===== src/rtl/srw_pkg.sv =====
// Package: descriptor layout constants and the header word type for the ring writer.
// Assumes the layout is fixed (128-byte slots, 16-byte header, 28 samples).
package srw_pkg;
    localparam int DESC_SHIFT   = 7;
    localparam int DESC_BYTES   = 1 << DESC_SHIFT;
    localparam int HDR_BYTES    = 16;
    localparam int SMP_PER_DESC = (DESC_BYTES - HDR_BYTES) / 4;
    localparam int SMP_IDX_W    = $clog2(SMP_PER_DESC);
    localparam int HW_IDX_W     = 2;
    localparam int SEQ_W        = 16;

    typedef struct packed {
        logic [SEQ_W-1:0] seq;
        logic [13:0]      rsvd;
        logic             frame;
        logic             valid;
    } hdr_word0_t;
endpackage


===== src/rtl/ring_slot_tracker.sv =====
// Module: tracks the published write index, the consumer read index and the
// count of published-but-unreleased slots.
// Assumes publish pulses arrive in slot order and at most one per cycle.
module ring_slot_tracker #(
    parameter int SLOTS = 8,
    localparam int IDX_W = (SLOTS > 1) ? $clog2(SLOTS) : 1,
    localparam int CNT_W = $clog2(SLOTS + 1)
) (
    input  logic             clk,
    input  logic             rst_n,
    input  logic             publish,
    input  logic             rd_advance,
    output logic [IDX_W-1:0] wr_idx,
    output logic [IDX_W-1:0] rd_idx,
    output logic [CNT_W-1:0] avail
);
    logic take;

    // Purpose: a release counts only while something is published.
    assign take = rd_advance && (avail != '0);

    // Purpose: advance both indices with wraparound and keep the count in step.
    always_ff @(posedge clk) begin
        if (!rst_n) begin
            wr_idx <= '0;
            rd_idx <= '0;
            avail  <= '0;
        end else begin
            if (publish)
                wr_idx <= (wr_idx == IDX_W'(SLOTS - 1)) ? '0 : wr_idx + 1'b1;
            if (take)
                rd_idx <= (rd_idx == IDX_W'(SLOTS - 1)) ? '0 : rd_idx + 1'b1;
            avail <= avail + CNT_W'(publish) - CNT_W'(take);
        end
    end

    p_avail_bound_r5: assert property (@(posedge clk) disable iff (!rst_n)
        avail <= CNT_W'(SLOTS));

    p_rd_hold_empty_r7: assert property (@(posedge clk) disable iff (!rst_n)
        (rd_advance && avail == '0) |=> $stable(rd_idx));
endmodule


===== src/rtl/desc_fill_ctrl.sv =====
// Module: counts samples into the current descriptor, decides between accepting
// and dropping, and sequences the header words once a descriptor is full.
// Assumes the producer leaves at least four idle cycles within the 28 samples
// that follow a full descriptor, so one header is pending at most.
module desc_fill_ctrl
    import srw_pkg::*;
#(
    parameter int SLOTS = 8,
    localparam int IDX_W = (SLOTS > 1) ? $clog2(SLOTS) : 1
) (
    input  logic                 clk,
    input  logic                 rst_n,
    input  logic                 smp_valid,
    input  logic                 frame_mark,
    input  logic                 slot_free,
    output logic                 accept,
    output logic [SMP_IDX_W-1:0] smp_idx,
    output logic [IDX_W-1:0]     fill_idx,
    output logic                 hdr_pending,
    output logic                 hdr_issue,
    output logic [HW_IDX_W-1:0]  hdr_word,
    output logic [SEQ_W-1:0]     hdr_seq,
    output logic                 hdr_frame,
    output logic                 overflow
);
    logic             frame_acc;
    logic [SEQ_W-1:0] seq;
    logic             last_smp;

    // Purpose: opening a descriptor needs a free slot; continuing one never does.
    assign accept    = smp_valid && ((smp_idx != '0) || slot_free);
    assign hdr_issue = hdr_pending && !accept;
    assign last_smp  = (smp_idx == SMP_IDX_W'(SMP_PER_DESC - 1));

    // Purpose: sample counting, descriptor close, header word stepping, drop flag.
    always_ff @(posedge clk) begin
        if (!rst_n) begin
            smp_idx     <= '0;
            fill_idx    <= '0;
            frame_acc   <= 1'b0;
            seq         <= '0;
            hdr_pending <= 1'b0;
            hdr_word    <= '0;
            hdr_seq     <= '0;
            hdr_frame   <= 1'b0;
            overflow    <= 1'b0;
        end else begin
            if (smp_valid)
                overflow <= !accept;
            if (accept) begin
                if (last_smp) begin
                    smp_idx     <= '0;
                    fill_idx    <= (fill_idx == IDX_W'(SLOTS - 1)) ? '0 : fill_idx + 1'b1;
                    hdr_pending <= 1'b1;
                    hdr_word    <= HW_IDX_W'(1);
                    hdr_seq     <= seq;
                    hdr_frame   <= frame_acc | frame_mark;
                    seq         <= seq + 1'b1;
                    frame_acc   <= 1'b0;
                end else begin
                    smp_idx   <= smp_idx + 1'b1;
                    frame_acc <= frame_acc | frame_mark;
                end
            end else if (hdr_issue) begin
                hdr_word <= hdr_word + 1'b1;
                if (hdr_word == '0)
                    hdr_pending <= 1'b0;
            end
        end
    end

    p_drop_flag_r5: assert property (@(posedge clk) disable iff (!rst_n)
        (smp_valid && !accept) |=> overflow);

    p_one_header_r4: assert property (@(posedge clk) disable iff (!rst_n)
        !(accept && last_smp && hdr_pending));
endmodule


===== src/rtl/ring_write_port.sv =====
// Module: forms byte addresses and data words for the memory port and registers them.
// Assumes the caller never asserts accept and hdr_issue together.
module ring_write_port
    import srw_pkg::*;
#(
    parameter int ADDR_W = 32,
    parameter logic [ADDR_W-1:0] BASE_ADDR = '0,
    parameter int IDX_W = 3
) (
    input  logic                 clk,
    input  logic                 rst_n,
    input  logic                 accept,
    input  logic [IDX_W-1:0]     fill_idx,
    input  logic [SMP_IDX_W-1:0] smp_idx,
    input  logic [15:0]          smp_i,
    input  logic [15:0]          smp_q,
    input  logic                 hdr_issue,
    input  logic [HW_IDX_W-1:0]  hdr_word,
    input  logic [IDX_W-1:0]     hdr_idx,
    input  logic [SEQ_W-1:0]     hdr_seq,
    input  logic                 hdr_frame,
    output logic                 mem_we,
    output logic [ADDR_W-1:0]    mem_addr,
    output logic [31:0]          mem_wdata
);
    logic [ADDR_W-1:0] smp_base, hdr_base;
    hdr_word0_t        w0;

    // Purpose: slot base addresses and the header word 0 layout.
    always_comb begin
        smp_base  = BASE_ADDR + (ADDR_W'(fill_idx) << DESC_SHIFT);
        hdr_base  = BASE_ADDR + (ADDR_W'(hdr_idx) << DESC_SHIFT);
        w0.seq    = hdr_seq;
        w0.rsvd   = '0;
        w0.frame  = hdr_frame;
        w0.valid  = 1'b1;
    end

    // Purpose: one registered write per cycle, a sample taking precedence over a header word.
    always_ff @(posedge clk) begin
        if (!rst_n) begin
            mem_we    <= 1'b0;
            mem_addr  <= '0;
            mem_wdata <= '0;
        end else begin
            mem_we <= accept || hdr_issue;
            if (accept) begin
                mem_addr  <= smp_base + ADDR_W'(HDR_BYTES) + (ADDR_W'(smp_idx) << 2);
                mem_wdata <= {smp_q, smp_i};
            end else if (hdr_issue) begin
                mem_addr  <= hdr_base + (ADDR_W'(hdr_word) << 2);
                mem_wdata <= (hdr_word == '0) ? w0 : 32'h0;
            end
        end
    end
endmodule


===== src/rtl/sample_ring_writer.sv =====
// Module: top of the ring writer. Packs I/Q samples into 128-byte descriptors in
// a ring of SLOTS slots and publishes each slot once its header is valid.
// Assumes BASE_ADDR is aligned to 128 bytes and the memory accepts one write per cycle.
module sample_ring_writer
    import srw_pkg::*;
#(
    parameter int ADDR_W = 32,
    parameter logic [ADDR_W-1:0] BASE_ADDR = '0,
    parameter int SLOTS = 8,
    localparam int IDX_W = (SLOTS > 1) ? $clog2(SLOTS) : 1,
    localparam int CNT_W = $clog2(SLOTS + 1)
) (
    input  logic              clk,
    input  logic              rst_n,
    input  logic              smp_valid,
    input  logic [15:0]       smp_i,
    input  logic [15:0]       smp_q,
    input  logic              frame_mark,
    output logic              mem_we,
    output logic [ADDR_W-1:0] mem_addr,
    output logic [31:0]       mem_wdata,
    output logic [IDX_W-1:0]  wr_index,
    input  logic              rd_advance,
    output logic [IDX_W-1:0]  rd_index,
    output logic              overflow
);
    logic                 accept, hdr_pending, hdr_issue, hdr_frame, publish_q, slot_free;
    logic [SMP_IDX_W-1:0] smp_idx;
    logic [IDX_W-1:0]     fill_idx;
    logic [HW_IDX_W-1:0]  hdr_word;
    logic [SEQ_W-1:0]     hdr_seq;
    logic [CNT_W-1:0]     avail;
    logic [CNT_W:0]       occupied;

    // Purpose: a slot is taken once it is full, until the consumer releases it.
    assign occupied  = {1'b0, avail} + (CNT_W+1)'(hdr_pending) + (CNT_W+1)'(publish_q);
    assign slot_free = occupied < (CNT_W+1)'(SLOTS);

    // Purpose: publish one cycle after header word 0 is on the port, once memory holds it.
    always_ff @(posedge clk) begin
        if (!rst_n) publish_q <= 1'b0;
        else        publish_q <= hdr_issue && (hdr_word == '0);
    end

    desc_fill_ctrl #(.SLOTS(SLOTS)) fill_i (
        .clk(clk), .rst_n(rst_n), .smp_valid(smp_valid), .frame_mark(frame_mark),
        .slot_free(slot_free), .accept(accept), .smp_idx(smp_idx), .fill_idx(fill_idx),
        .hdr_pending(hdr_pending), .hdr_issue(hdr_issue), .hdr_word(hdr_word),
        .hdr_seq(hdr_seq), .hdr_frame(hdr_frame), .overflow(overflow)
    );

    ring_slot_tracker #(.SLOTS(SLOTS)) track_i (
        .clk(clk), .rst_n(rst_n), .publish(publish_q), .rd_advance(rd_advance),
        .wr_idx(wr_index), .rd_idx(rd_index), .avail(avail)
    );

    ring_write_port #(.ADDR_W(ADDR_W), .BASE_ADDR(BASE_ADDR), .IDX_W(IDX_W)) port_i (
        .clk(clk), .rst_n(rst_n), .accept(accept), .fill_idx(fill_idx), .smp_idx(smp_idx),
        .smp_i(smp_i), .smp_q(smp_q), .hdr_issue(hdr_issue), .hdr_word(hdr_word),
        .hdr_idx(wr_index), .hdr_seq(hdr_seq), .hdr_frame(hdr_frame),
        .mem_we(mem_we), .mem_addr(mem_addr), .mem_wdata(mem_wdata)
    );

    p_word_aligned_r2: assert property (@(posedge clk) disable iff (!rst_n)
        mem_we |-> (mem_addr[1:0] == 2'b00));

    p_publish_after_hdr_r4: assert property (@(posedge clk) disable iff (!rst_n)
        (wr_index != $past(wr_index)) |->
            ($past(mem_we) && ($past(mem_addr[DESC_SHIFT-1:0]) == '0)));
endmodule


===== config.mk =====
export PLATFORM = sky130hd
export DESIGN_NAME = sample_ring_writer
export DESIGN_NICKNAME = d
export VERILOG_FILES = /design/src/rtl/srw_pkg.sv /design/src/rtl/ring_slot_tracker.sv /design/src/rtl/desc_fill_ctrl.sv /design/src/rtl/ring_write_port.sv /design/src/rtl/sample_ring_writer.sv
export SDC_FILE = /design/constraint.sdc
export NUM_CORES = 1
export LEC_CHECK = 0
export BUFFER_PORTS_ARGS = -buffer_cell sky130_fd_sc_hd__buf_2
export CAP_MARGIN = 20
export CORE_ASPECT_RATIO = 0.6
export CORE_MARGIN = 2
export CORE_UTILIZATION = 30
export DETAILED_ROUTE_END_ITERATION = 16
export PLACE_DENSITY = 0.6
export RECOVER_POWER = 100
export SLEW_MARGIN = 20
export SYNTH_ARGS = -nofsm -noshare
export SYNTH_HDL_FRONTEND = slang
export SYNTH_SLANG_ARGS = --single-unit

===== constraint.sdc =====
create_clock -name clk -period 6.1 [get_ports clk]
set_clock_uncertainty 0.2 [all_clocks]
set_input_delay 1.22 -clock clk [delete_from_list [all_inputs] [get_ports clk]]
set_output_delay 1.22 -clock clk [all_outputs]
set_load 0.01 [all_outputs]

==> qor.yml <==
status: "complete, but fails checks"
violations: "capacitance limit, slew limit"
portBuffers: 85
die_y_um: 101
fin_crit_ns: 4.16
crit_chain: "a211oi_1 -> o31ai_4 -> buf_4 -> nand4b_1 -> a21oi_1"
max_cap_violations: 2
maxSlewViolCount: 125
n_antenna_cell: 0
mostFrequentLayoutCells: "99 x dfxtp_1, 73 x a21oi_1, 51 x clkbuf_1, 50 x nand2_1, 34 x buf_2"
ys_warn_count: 0
ys.flop_type: "dfxtp_1"
yosysSeqAreaShare: 0.418
io-pin-count: 109
grt_pass1_wl_um: 20100
cts_resized: 0
first_global_vias: 3928
area_delta_synth_final_pct: 15.3
power_w: 0.00189
antenna_found_initial: 0
dr.pass1.iters: 4
cp.required_ns: 6.14
critPathKind: "flop to flop"
ctsHoldBuffers: 0
path_clk_slew_ns: 0.07
crit_slowest_cell: "dfxtp_1"
finalSetupViolCount: 0
antenna_left: 0
dp_hpwl_um: 8420
start_util: 0.308
seqCellArea_um2: 1980
peakVddDrop_mv: 0.131
async_reset_ff_frac: 0
grt_overflow_total: 0
hold_class: "flop to flop"
tightest_slew_ns: 2.08
layout_commonest_cell: "dfxtp_1"
ys_ff_latch: 99
fill_cells: 1618
dr_total_vias: 4048
drt-initial-drc-count: 295
wl_per_cell_um: 14.9
critPathMaxStageDelay_ns: 1.74
synth_edf_count: 0
die_w_um: 166
rsz0062_at_grt: "false"
netlist_instances: 548
routed_via_density: 4.98
p_leak_nw: 1.97
powerDensity_nw_per_um2: 345
htree_levels: 3
clk_path_buf_depth: 2
grt_max_degree: 68
nNetsFinal: 664
cts_root_buf: "clkbuf_16"
post-route-period-util: 0.682
crit_path_start_kind: "flop"
hold_viol_final: 0
max_slew_margin: -0.391
syn_area_um2: 4740
syn_area_per_cell_um2: 8.65
drcViolationCount: 0
end_kind: "flop"
cts_sinks: 99
post-cts-setup-buffers: 0
rows: 35
multi_input_area_um2: 2440
setup_tns_ns: 0
drive_gt1_frac: 0.0967
place_congestion: 0.776
cts_tree: "done"
die_area_um2: 16900
synth_cell_types: 47
totalWireLength_um: 12100
max_freq_mhz: 240
grt_usage: 0.146
cp.arrival_ns: 4.20
cts_buffers: 9
core_area_um2: 15400
clkLatencyLatePin_ns: 0.34
crit_fanout: 67
==> final cells by class <==
class                   instances  share of cell area
well taps                     203              0.0465
inverters                      20              0.0137
clock buffers                   9              0.0412
repair buffers                 89              0.0717
clock inverters                 7              0.0167
flip-flops and latches         99               0.363
multi-input cells             386               0.447
==> kinds of logic after synthesis <==
logic type,after synthesis,synth area share
AOI/OAI and AO/OA,141,0.180
xor gates and xnor gates,15,0.0277
adders and majority gates,22,0.0596
buffers and inverters,85,0.0892
DFF,99,0.418
muxes,13,0.0274
other,1,0.000791
and+or+nand+nor,172,0.197
==> cells in the mapped netlist (2+ instances only) <==
| library cell | number | area share |
|---|---|---|
| a211oi_1 | 8 | 0.013 |
| a21oi_1 | 73 | 0.077 |
| a311oi_1 | 18 | 0.033 |
| a41o_1 | 2 | 0.0042 |
| and2_1 | 4 | 0.0053 |
| and4_1 | 2 | 0.0037 |
| buf_1 | 2 | 0.0016 |
| buf_2 | 8 | 0.0084 |
| buf_4 | 23 | 0.036 |
| clkbuf_1 | 31 | 0.025 |
| dfxtp_1 | 99 | 0.42 |
| ha_1 | 21 | 0.055 |
| inv_1 | 19 | 0.015 |
| mux2i_1 | 13 | 0.027 |
| nand2_1 | 50 | 0.040 |
| nand2b_1 | 21 | 0.028 |
| nand3_1 | 32 | 0.034 |
| nand4_1 | 4 | 0.0053 |
| nand4b_1 | 18 | 0.033 |
| nor2_1 | 20 | 0.016 |
| nor3_1 | 4 | 0.0042 |
| nor4_1 | 3 | 0.0040 |
| o2111ai_1 | 2 | 0.0037 |
| o211ai_1 | 4 | 0.0063 |
| o21ai_0 | 26 | 0.027 |
| o31ai_1 | 2 | 0.0032 |
| or3_1 | 5 | 0.0066 |
| or4_1 | 2 | 0.0032 |
| xnor2_1 | 11 | 0.020 |
| xor2_1 | 4 | 0.0074 |
==> critical path: cells and delay by family, from the launching register on <==
family,cells,cell delay (ns)
buffers and inverters,1,0.40
DFF,1,1.74
and+or+nand+nor,1,0.12
AOI/OAI and AO/OA,3,1.58
==> per-stage QoR <==
stage / instance area (um^2) / worst slack (ns) / utilization / hold slack [ns] / instances
after floorplan: 4820 / 3.27 / - / 0.235 / 570
after detailed placement: 5210 / 2.53 / 0.338 / 0.249 / 797
after global routing: 5460 / 1.45 / 0.354 / 0.286 / 813
final: 5460 / 1.94 / 0.354 / 0.261 / 813
after global placement: 5210 / 2.65 / 0.338 / 0.247 / 797
after CTS: 5530 / 2.77 / 0.359 / 0.261 / 813
==> registers in the layout, indices dropped and copies added (netlist names) <==
name	count
port_i.mem_wdata	32
fill_i.seq	16
fill_i.hdr_seq	16
fill_i.hdr_pending	1
fill_i.frame_acc	1
fill_i.hdr_word	2
fill_i.smp_idx	5
port_i.mem_addr	9
fill_i.overflow	1
port_i.mem_we	1
track_i.avail	4
fill_i.fill_idx	3
track_i.rd_idx	3
publish_q	1
track_i.wr_idx	3
fill_i.hdr_frame	1
==> routing by layer <==
layer | up-vias | wire length [um] | GRT usage
li1 | 2014 | - | -
met1 | 1899 | 6260 | 0.206
met2 | 122 | 4950 | 0.217
met3 | 13 | 749 | 0.0367
met4 | 0 | 172 | 0.0497
met5 | - | 0 | 0
==> power breakdown <==
part	total [W]	internal [W]	leakage, nW	switching, W
combinational	0.000499	0.000178	1.01	0.000322
sequential	0.000788	0.000727	0.809	0.0000609
clock	0.000598	0.000329	0.152	0.000269
==> path summary, 6_finish.rpt <==
check	from	end	slack [ns]	depth (start not counted)
worst max-delay path	fill_i.hdr_pending	port_i.mem_wdata[6]	1.94	5
worst min-delay path	fill_i.hdr_seq[4]	fill_i.hdr_seq[4]	0.26	2
worst max register to register	fill_i.hdr_pending	port_i.mem_wdata[6]	1.94	5
worst min register to register	fill_i.hdr_seq[4]	fill_i.hdr_seq[4]	0.26	2
No activity file was read; power rests on OpenSTA's default activity.
